[config.mk]
export PLATFORM = sky130hd
export DESIGN_NAME = dly_wid_pulse_gen
export DESIGN_NICKNAME = d
export VERILOG_FILES = /design/src/rtl/dwpg_pkg.sv /design/src/rtl/dwpg_prescaler.sv /design/src/rtl/dwpg_sequencer.sv /design/src/rtl/dwpg_force.sv /design/src/rtl/dly_wid_pulse_gen.sv
export SDC_FILE = /design/constraint.sdc
export NUM_CORES = 1
export LEC_CHECK = 0
export BUFFER_PORTS_ARGS = -buffer_cell sky130_fd_sc_hd__buf_2
export CAP_MARGIN = 20
export CORE_MARGIN = 2
export CORE_UTILIZATION = 50
export CTS_BUF_LIST = sky130_fd_sc_hd__clkbuf_16
export DETAILED_ROUTE_END_ITERATION = 12
export PLACE_DENSITY = 0.8
export RECOVER_POWER = 100
export SYNTH_ARGS = -nofsm -noshare
export SYNTH_HDL_FRONTEND = slang
export SYNTH_HIERARCHICAL = 1
export SYNTH_SLANG_ARGS = --single-unit
[constraint.sdc]
create_clock -name clk -period 10.2 [get_ports clk]
set_input_delay 2.55 -clock clk [delete_from_list [all_inputs] [get_ports clk]]
set_output_delay 2.55 -clock clk [all_outputs]
set_load 0.005 [all_outputs]
[src/rtl/dwpg_pkg.sv]
package dwpg_pkg;
  typedef enum logic [1:0] {
    SEQ_IDLE  = 2'd0,
    SEQ_DELAY = 2'd1,
    SEQ_WIDTH = 2'd2
  } seq_state_e;
endpackage

[src/rtl/dwpg_prescaler.sv]
module dwpg_prescaler #(
  parameter int PRESC_W   = 16,
  parameter bit HAS_PRESC = 1'b1
) (
  input  logic               clk,
  input  logic               rst_n,
  input  logic [PRESC_W-1:0] div_i,
  input  logic               phase_rst_i,
  output logic               tick_o
);
  generate
    if (HAS_PRESC) begin : g_div
      localparam logic [PRESC_W-1:0] ONE = PRESC_W'(1);
      logic [PRESC_W-1:0] cnt_q;
      logic               bypass;
      logic               wrap;

      assign bypass = (div_i <= ONE);
      assign wrap   = (cnt_q >= div_i - ONE);
      assign tick_o = bypass | (wrap & ~phase_rst_i);

      always_ff @(posedge clk) begin
        if (!rst_n)                   cnt_q <= '0;
        else if (phase_rst_i)         cnt_q <= '0;
        else if (bypass || wrap)      cnt_q <= '0;
        else                          cnt_q <= cnt_q + ONE;
      end
    end else begin : g_nodiv
      logic unused_nodiv;
      assign unused_nodiv = ^{div_i, phase_rst_i, clk, rst_n};
      assign tick_o = 1'b1;
    end
  endgenerate
endmodule

[src/rtl/dwpg_sequencer.sv]
module dwpg_sequencer
  import dwpg_pkg::*;
#(
  parameter int DELAY_W = 32,
  parameter int WIDTH_W = 32
) (
  input  logic               clk,
  input  logic               rst_n,
  input  logic               tick_i,
  input  logic               start_i,
  input  logic               abort_i,
  input  logic [DELAY_W-1:0] delay_i,
  input  logic [WIDTH_W-1:0] width_i,
  output logic               active_o,
  output logic               busy_o
);
  localparam logic [DELAY_W-1:0] D_ONE = DELAY_W'(1);
  localparam logic [WIDTH_W-1:0] W_ONE = WIDTH_W'(1);

  seq_state_e         state_q;
  logic [DELAY_W-1:0] dcnt_q;
  logic [WIDTH_W-1:0] wcnt_q;

  always_ff @(posedge clk) begin
    if (!rst_n) begin
      state_q <= SEQ_IDLE;
      dcnt_q  <= '0;
      wcnt_q  <= '0;
    end else if (abort_i) begin
      state_q <= SEQ_IDLE;
    end else begin
      unique case (state_q)
        SEQ_IDLE: begin
          if (start_i && (width_i != '0)) begin
            dcnt_q  <= delay_i;
            wcnt_q  <= width_i;
            state_q <= SEQ_DELAY;
          end
        end
        SEQ_DELAY: begin
          if (tick_i) begin
            if (dcnt_q == '0) state_q <= SEQ_WIDTH;
            else              dcnt_q  <= dcnt_q - D_ONE;
          end
        end
        SEQ_WIDTH: begin
          if (tick_i) begin
            if (wcnt_q == W_ONE) state_q <= SEQ_IDLE;
            else                 wcnt_q  <= wcnt_q - W_ONE;
          end
        end
        default: state_q <= SEQ_IDLE;
      endcase
    end
  end

  assign active_o = (state_q == SEQ_WIDTH);
  assign busy_o   = (state_q != SEQ_IDLE);
endmodule

[src/rtl/dwpg_force.sv]
module dwpg_force (
  input  logic clk,
  input  logic rst_n,
  input  logic set_i,
  input  logic clr_i,
  output logic hold_o
);
  always_ff @(posedge clk) begin
    if (!rst_n)      hold_o <= 1'b0;
    else if (clr_i)  hold_o <= 1'b0;
    else if (set_i)  hold_o <= 1'b1;
  end
endmodule

[src/rtl/dly_wid_pulse_gen.sv]
module dly_wid_pulse_gen #(
  parameter int DELAY_W   = 32,
  parameter int WIDTH_W   = 32,
  parameter int PRESC_W   = 16,
  parameter bit HAS_PRESC = 1'b1
) (
  input  logic               clk,
  input  logic               rst_n,
  input  logic               cfg_enable,
  input  logic               cfg_polarity,
  input  logic [DELAY_W-1:0] cfg_delay,
  input  logic [WIDTH_W-1:0] cfg_width,
  input  logic [PRESC_W-1:0] cfg_presc,
  input  logic               presc_rst_i,
  input  logic               trig_i,
  input  logic               set_i,
  input  logic               clear_i,
  output logic               pulse_o
);
  logic tick;
  logic g_trig, g_set, g_clr;
  logic seq_active, seq_busy, hold;
  logic lvl;

  // Enable gates all three strobes; clear dominates set and trigger.
  assign g_clr  = cfg_enable & clear_i;
  assign g_set  = cfg_enable & set_i  & ~clear_i;
  assign g_trig = cfg_enable & trig_i & ~clear_i;

  dwpg_prescaler #(
    .PRESC_W  (PRESC_W),
    .HAS_PRESC(HAS_PRESC)
  ) u_presc (
    .clk        (clk),
    .rst_n      (rst_n),
    .div_i      (cfg_presc),
    .phase_rst_i(presc_rst_i),
    .tick_o     (tick)
  );

  dwpg_sequencer #(
    .DELAY_W(DELAY_W),
    .WIDTH_W(WIDTH_W)
  ) u_seq (
    .clk     (clk),
    .rst_n   (rst_n),
    .tick_i  (tick),
    .start_i (g_trig),
    .abort_i (g_clr),
    .delay_i (cfg_delay),
    .width_i (cfg_width),
    .active_o(seq_active),
    .busy_o  (seq_busy)
  );

  dwpg_force u_force (
    .clk   (clk),
    .rst_n (rst_n),
    .set_i (g_set),
    .clr_i (g_clr),
    .hold_o(hold)
  );

  assign lvl     = seq_active | hold;
  assign pulse_o = lvl ^ cfg_polarity;
endmodule

==> metrics.yaml, run 1 <==
status: "complete, but fails checks"
failed_checks: "capacitance limit, slew limit"
crit_arrival_ps: 7890
place_congestion: 0.835
insertion_delay_ps: 350
critPathMaxFanout: 25
postCtsHoldBufs: 0
core_area_um2: 11400
cts.sinks: 83
switching_share: 0.304
whs_path_depth: 2
r2r_cells: 14
grt_busiest_layer: "met2"
fin_crit_sh: 0.750
drv_cap: 2
hold-worst-slack_ps: 462
worstMarginPinSlew_ps: 2460
boundaryPins: 89
path_class: "primary input to register"
die_y_um: 112
finalPower_uw: 841
powerDensity_nw_per_um2: 130
grt_max_degree: 67
use_met2: 0.387
power_frac_clock: 0.383
cts_buffers: 9
drtIter0Drc: 639
start_util: 0.508
report.final.slew_viol_count: 84
area_growth_pct: 11.5
critPathRequiredTime_ps: 10440
placedInstanceArea_um2: 6210
post_cts_buffers: 0
grt_pass1_vias: 5293
drc: 0
syn-instance-count: 769
grt_use_met3: 0.0397
combPwrFrac: 0.207
firstDrtPassIters: 8
finalInstanceArea_um2: 6450
ys_warn_count: 6
slowest_stage: "and2_0"
ctsResizeCount: 0
setup_viol: 0
layout-drive-gt1-share: 0.169
syn_nets: 879
fmax_mhz: 131
final_cell_mix: "nor2_1 (105), buf_2 (85), dfxtp_1 (83), nand2_1 (64), a21oi_1 (61)"
rows: 39
routed-via-count: 6056
cts-htree-levels: 3
grt_util_met1: 0.331
worstPathCellList: "clkbuf_1, or4_1, nor3_1, nand3_1, nor3b_2, xnor2_1, ha_1, nand4_1, nor2_1, a311oi_1, a31oi_1, a31o_2, inv_1, nor3_1, o41ai_1, and2_0, clkbuf_1, nor2_1, o221a_2"
cts_tree: "done"
hpwl_um: 10300
vias_per_cell: 6.23
wl_per_cell_um: 15.7
relSlewSlack: -0.642
clock-root-buffer: "clkbuf_16"
intPower_uw: 585
slowest_delay_ps: 850
setup.worst_path.start_class: "primary input"
overflow: 0
worstHoldPathType: "register to register"
dieArea_um2: 12400
leakagePower_uw: 0.00247
rsz0062_at_grt: "no"
tns_ps: 0
endpoint_kind: "register"
antenna_found_initial: 0
vdd_drop_max_v: 0.0000962
fin_skew_ps: 7.05
numPortBuffers: 88
hold_viol: 0
drt-total-wl_um: 15200
power.share.sequential: 0.409
grt_usage: 0.240
die_w_um: 112
antenna_left: 0
syn_area_um2: 5780
final_common_cell: "nor2_1"
switchingPower_uw: 255
avgSynthCellArea_um2: 7.52
nets: 934
clk_transition_reported_paths_ps: 60
cts_buffer_depth: 2
grt_pass1_wl_um: 25100
post-route-min-period_ps: 7650
num_antenna_cells: 0
power by group through the flow:
| stage | clock (µW) | combinational (µW) | sequential (µW) |
|---|---|---|---|
| 6_report | 322 | 174 | 344 |
| 5_1_grt | 338 | 193 | 346 |
| 4_1_cts | 326 | 173 | 344 |
| 3_5_place_dp | 0 | 171 | 351 |
| 3_3_place_gp | 0 | 170 | 351 |
| 2_1_floorplan | 0 | 123 | 348 |
worst max-delay path: cells and delay by family:
family	cells	cell delay [ps]
buf+inv	3	1030
xor+xnor	1	140
compound gates	5	1160
fa+ha+maj	1	270
simple gates	9	2760
stage by stage:
step	worst slack (ps)	utilization	cells
after floorplan	4180	-	769
after detailed placement	3250	0.546	955
after CTS	3600	0.571	971
final	2550	0.567	972
after global placement	3320	0.546	955
after global routing	2030	0.567	972
final timing paths:
| path | to | slack (ps) | startpoint |
|---|---|---|---|
| worst min register to register | u_seq/dcnt_q[19] | 460 | u_seq/dcnt_q[19] |
| worst max register to register | u_seq/wcnt_q[23] | 5910 | u_presc/g_div.cnt_q[0] |
| worst min-delay path | u_seq/dcnt_q[19] | 460 | u_seq/dcnt_q[19] |
| worst max-delay path | u_seq/wcnt_q[23] | 2550 | cfg_presc[3] |
layout make-up:
class | count | area (µm²)
Sequential cell | 83 | 1660
Timing Repair Buffer | 95 | 489
Multi-Input combinational cell | 619 | 3770
Tap cell | 143 | 179
Clock buffer | 9 | 225
Inverter | 16 | 60.1
Clock inverter | 7 | 61.3
Fill cell | 1107 | 4920
routing by layer:
metal  part of all wire  wire (µm)
met5                  0          0
met4              0.017        262
met3              0.070       1070
met2               0.46       7080
met1               0.45       6830
sequential cells by signal, summed over array words and instances (netlist names):
signal               flops
u_force/hold_o           1
u_presc/g_div.cnt_q     16
u_seq/dcnt_q            32
u_seq/state_q            2
u_seq/wcnt_q            32
(Power assumes the default switching activity.)
==> run 2: changes to the inputs <==
PLACE_DENSITY = 0.82   (was 0.8)
clock period = 6.96 ns   (was 10.2 ns; I/O delays follow)
==> run 2 against run 1 <==
Effect of this change:
- the flow still finishes with violations (capacitance limit, slew limit)
- largest power group unchanged
- total power rose by 50%
- design area increased by 0.52%
- critical path type unchanged
- sequential power is 47% higher
- register-to-register slack worse by 2500 ps
==> metrics.yaml, run 2 (synthesis results as in run 1) <==
status: "complete, but fails checks"
failed_checks: "capacitance limit, slew limit"
grt_pass1_vias: 5360  # +1.3%
cts_buffers: 9  # unchanged
area_growth_pct: 12.1
endpoint_kind: "register"
hold-worst-slack_ps: 466  # +4.08 ps
worstHoldPathType: "register to register"
critPathMaxFanout: 16  # -36%
tns_ps: 0  # unchanged
cts_buffer_depth: 2  # unchanged
insertion_delay_ps: 340  # about the same
die_w_um: 112  # unchanged
worstMarginPinSlew_ps: 2430  # -34.0 ps
powerDensity_nw_per_um2: 195  # +50%
fin_skew_ps: 6.85  # -0.204 ps
report.final.slew_viol_count: 54  # -36%
nets: 935  # +0.11%
cts_tree: "done"
die_y_um: 112  # unchanged
post-route-min-period_ps: 5880
vdd_drop_max_v: 0.000160  # +66%
hpwl_um: 10500  # +1.6%
start_util: 0.508  # unchanged
cts-htree-levels: 3  # unchanged
path_class: "primary input to register"
worstPathCellList: "clkbuf_1, or4_1, nor3_1, nand3_2, nor3_1, xnor2_1, ha_1, nand4_1, nor2_1, a311oi_1, a31oi_1, a31o_2, nand3_1, nand2_1, nand2_1, o221a_2"
fin_util: 0.570  # +0.00297
grt_usage: 0.239  # -0.000399
crit_path_start: "cfg_presc[3]"
largestRegisters: "u_seq/dcnt_q (32), u_seq/wcnt_q (32), u_presc/g_div.cnt_q (16)"
hp-start: "u_seq/dcnt_q[19]"
slowest_stage: "nand2_1"
crit_arrival_ps: 6160  # -1730 ps
num_antenna_cells: 0  # unchanged
final_cell_mix: "nor2_1 (105), buf_2 (86), dfxtp_1 (83), nand2_1 (64), a21oi_1 (61)"
worst_r2r_startpoint: "u_seq/dcnt_q[0]"
final_common_cell: "nor2_1"
vias_per_cell: 6.27  # +0.61%
relSlewSlack: -0.619  # +0.0227
drc: 0  # unchanged
ctsResizeCount: 0  # unchanged
antenna_found_initial: 0  # unchanged
post_cts_buffers: 0  # unchanged
firstDrtPassIters: 5  # -3
numPortBuffers: 88  # unchanged
boundaryPins: 89  # unchanged
drv_cap: 1  # -1
slowest_delay_ps: 660  # -190 ps
place_inst: 957  # +0.21%
core_area_um2: 11400  # unchanged
crit_buf_inv: 1  # -2
drtIter0Drc: 667  # +4.4%
wl_per_cell_um: 15.9  # +1.4%
setup.worst_path.start_class: "primary input"
dieArea_um2: 12400  # unchanged
antenna_left: 0  # unchanged
place_congestion: 0.854  # +2.2%
fmax_mhz: 170
critPathRequiredTime_ps: 7240  # -3200 ps
clock-root-buffer: "clkbuf_16"
postCtsHoldBufs: 0  # unchanged
hold_viol: 0  # unchanged
finalPower_uw: 1260  # +50%
cts.sinks: 83  # unchanged
rows: 39  # unchanged
drt-total-wl_um: 15500  # +1.4%
layout-drive-gt1-share: 0.176  # +0.00724
clk_transition_reported_paths_ps: 60  # about the same
grt_max_degree: 67  # unchanged
leakagePower_uw: 0.00249  # +0.68%
routed-via-count: 6093  # +0.61%
layoutNonFillerInstCount: 972  # unchanged
critPathTopFamily: "simple AND/OR/NAND/NOR gates"
rsz0062_at_grt: "no"
overflow: 0  # unchanged
fin_crit_sh: 0.844
setup_viol: 0  # unchanged
grt_pass1_wl_um: 25200  # +0.41%
run 2: per-stage QoR:
stage               area [µm²]  worst slack (ps)
floorplan                 5780              1750
global placement          6220              1320
detailed placement        6220              1200
CTS                       6530              1560
global route              6480               719
finish                    6480              1080
run 2: layout make-up:
class                      instances  area [µm²]
clock buffer                       9         225
clock inverter                     6        81.3
fill                            1070        4890
inverter                          16        60.1
multi-input combinational        619        3770
sequential                        83        1660
tap                              143         179
timing repair buffer              96         498
run 2: power breakdown:
group	switching [µW]	internal (µW)	leakage (µW)	total [µW]
clock network	194	310	0.000149	503
logic	161	95.5	0.00167	256
registers	15.3	489	0.000673	505
total	370	894	0.00249	1260
run 2: worst reg2reg max path, delay by kind of cell, from the launching register on:
family	cells	cell delay, ps
compound gates	1	270
fa+ha+maj	1	180
buf+inv	2	470
flops	1	340
simple gates	4	2210
run 2: metal layers:
layer  track usage  share of wire  vias up
li1              -              -     3000
met1         0.319           0.43     2805
met2         0.392           0.47      266
met3        0.0479          0.081       22
met4        0.0765          0.018        0
met5             0              0        -
run 2: worst paths after layout:
check | cells after the start | slack [ps] | to
max | 16 | 1080 | u_seq/dcnt_q[28]
min | 2 | 470 | u_seq/dcnt_q[19]
max reg2reg | 8 | 3380 | u_seq/dcnt_q[12]
min reg2reg | 2 | 470 | u_seq/dcnt_q[19]
==> run 3: changes to the inputs <==
clock period = 5.3 ns   (was 6.96 ns; I/O delays follow)
==> run 3 against run 2 <==
Effect of this change:
- the run still ends with capacitance limit, slew limit left
- design area grew 1.0%
- hold slack lost 1.7 ps
- non-clock buffer count grew 6
- final cell count grew 0.72%
- critical path type unchanged
- utilization grew 0.57 points
- count of clock-buffer cells in the layout is the same
- clock power grew 23%
==> metrics.yaml, run 3 (synthesis results as in run 1) <==
drtIter0Drc: 704  # +5.5%
setup.worst_path.start_class: "primary input"
fmax_mhz: 203
hold_viol: 0  # unchanged
path_class: "primary input to register"
cts_buffers: 9  # unchanged
setup_viol: 0  # unchanged
grt_pass1_wl_um: 25000  # -0.74%
worstHoldPathType: "register to register"
area_growth_pct: 13.2
start_util: 0.508  # unchanged
tns_ps: 0  # unchanged
fin_skew_ps: 8.16  # +1.31 ps
failed_checks: "capacitance limit, slew limit"
numPortBuffers: 88  # unchanged
core_area_um2: 11400  # unchanged
post-route-min-period_ps: 4930
rows: 39  # unchanged
vias_per_cell: 6.27  # about the same
fillers: 1076  # +0.56%
drc: 0  # unchanged
boundaryPins: 89  # unchanged
antenna_left: 0  # unchanged
firstDrtPassIters: 6  # +1
cts.sinks: 83  # unchanged
crit_path_start: "cfg_presc[3]"
fin_ws_ps: 368  # -716 ps
wl_per_cell_um: 15.6  # -1.7%
ctsResizeCount: 0  # unchanged
largestRegisters: "u_seq/dcnt_q (32), u_seq/wcnt_q (32), u_presc/g_div.cnt_q (16)"
cts_buffer_depth: 2  # unchanged
finalInstanceArea_um2: 6550  # +1.0%
hpwl_um: 10300  # -1.2%
overflow: 0  # unchanged
final_cell_mix: "nor2_1 (106), buf_2 (87), dfxtp_1 (83), nand2_1 (63), a21oi_1 (61)"
num_antenna_cells: 0  # unchanged
cts_tree: "done"
grt_pass1_vias: 5417  # +1.1%
post_cts_buffers: 0  # unchanged
insertion_delay_ps: 340  # about the same
relSlewSlack: -0.573  # +0.0462
r2r_end: "u_seq/dcnt_q[0]"
worst_r2r_startpoint: "u_seq/dcnt_q[7]"
r2r_cells: 7  # -1
rsz0062_at_grt: "no"
die_w_um: 112  # unchanged
drv_cap: 1  # unchanged
grt_usage: 0.239  # -0.000682
worstMarginPinSlew_ps: 2360  # -69.4 ps
critPathMaxFanout: 32  # +16
reg2reg_slack_ps: 2060  # -1320 ps
hold-worst-slack_ps: 464  # -1.74 ps
placedInstanceArea_um2: 6280  # +1.0%
grt_max_degree: 67  # unchanged
status: "complete, but fails checks"
drt-total-wl_um: 15300  # -0.96%
clk_transition_reported_paths_ps: 60  # about the same
antenna_found_initial: 0  # unchanged
place_ws_ps: 99.9  # -1100 ps
crit_arrival_ps: 5160  # -1000 ps
fin_util: 0.576  # +0.00572
clock-root-buffer: "clkbuf_16"
critPathRequiredTime_ps: 5530  # -1710 ps
report.final.slew_viol_count: 53  # -1.9%
routed-via-count: 6142  # +0.80%
endpoint_kind: "register"
layout-drive-gt1-share: 0.183  # +0.00690
die_y_um: 112  # unchanged
nets: 941  # +0.64%
critical_path.endpoint: "u_seq/wcnt_q[18]"
leakagePower_uw: 0.00253  # +1.7%
fin_crit_sh: 0.931
postCtsHoldBufs: 0  # unchanged
cts-htree-levels: 3  # unchanged
dieArea_um2: 12400  # unchanged
place_congestion: 0.842  # -1.4%
vdd_drop_max_v: 0.000226  # +41%
powerDensity_nw_per_um2: 248  # +27%
final_common_cell: "nor2_1"
run 3: worst min path at each step:
stage / start / to / slack (ps) / depth (start not counted)
6_report: u_presc/g_div.cnt_q[0] / u_presc/g_div.cnt_q[0] / 460 / 1
5_1_grt: u_seq/wcnt_q[17] / u_seq/wcnt_q[17] / 480 / 2
4_1_cts: u_seq/dcnt_q[13] / u_seq/dcnt_q[13] / 470 / 2
3_5_place_dp: u_seq/dcnt_q[13] / u_seq/dcnt_q[13] / 460 / 2
3_3_place_gp: u_presc/g_div.cnt_q[0] / u_presc/g_div.cnt_q[0] / 440 / 1
2_1_floorplan: u_presc/g_div.cnt_q[0] / u_presc/g_div.cnt_q[0] / 430 / 1
run 3: metal layers:
layer / global-route usage / part of all wire / vias up
met1: 0.321 / 0.44 / 2831
li1: - / - / 3006
met3: 0.0425 / 0.072 / 23
met4: 0.0840 / 0.015 / 0
met5: 0 / 0 / -
met2: 0.387 / 0.47 / 282
run 3: layout make-up:
class | instances | area (µm²) | area share
clock inverters | 7 | 61.3 | 0.00937
flip-flops and latches | 83 | 1660 | 0.254
clock buffers | 9 | 225 | 0.0344
repair buffers | 102 | 568 | 0.0868
inverters | 16 | 60.1 | 0.00918
well taps | 143 | 179 | 0.0273
multi-input cells | 619 | 3790 | 0.579
run 3: where the power goes:
| group | internal [µW] | switching [µW] | leakage, µW |
|---|---|---|---|
| logic | 131 | 213 | 0.00171 |
| registers | 643 | 19.9 | 0.000673 |
| clock network | 359 | 258 | 0.000141 |
run 3: through the flow:
step	instances	power, µW
4_1_cts	978	1630
6_report	979	1620
3_3_place_gp	962	1010
5_1_grt	979	1690
3_5_place_dp	962	1010
2_1_floorplan	769	907
run 3: worst max-delay path, stage by stage:
cell and delay, ps:
clkbuf_1 110, or4_4 580, nor3_4 230, nand3_2 170
nor3b_2 220, xnor2_1 140, ha_1 270, nand4_1 170
nor2_1 70, a311oi_1 380, a31oi_1 140, a31o_2 260
inv_1 70, nor3_1 60, o41ai_1 110, and2_0 300
buf_12 220, nor2_1 70, o221a_2 260
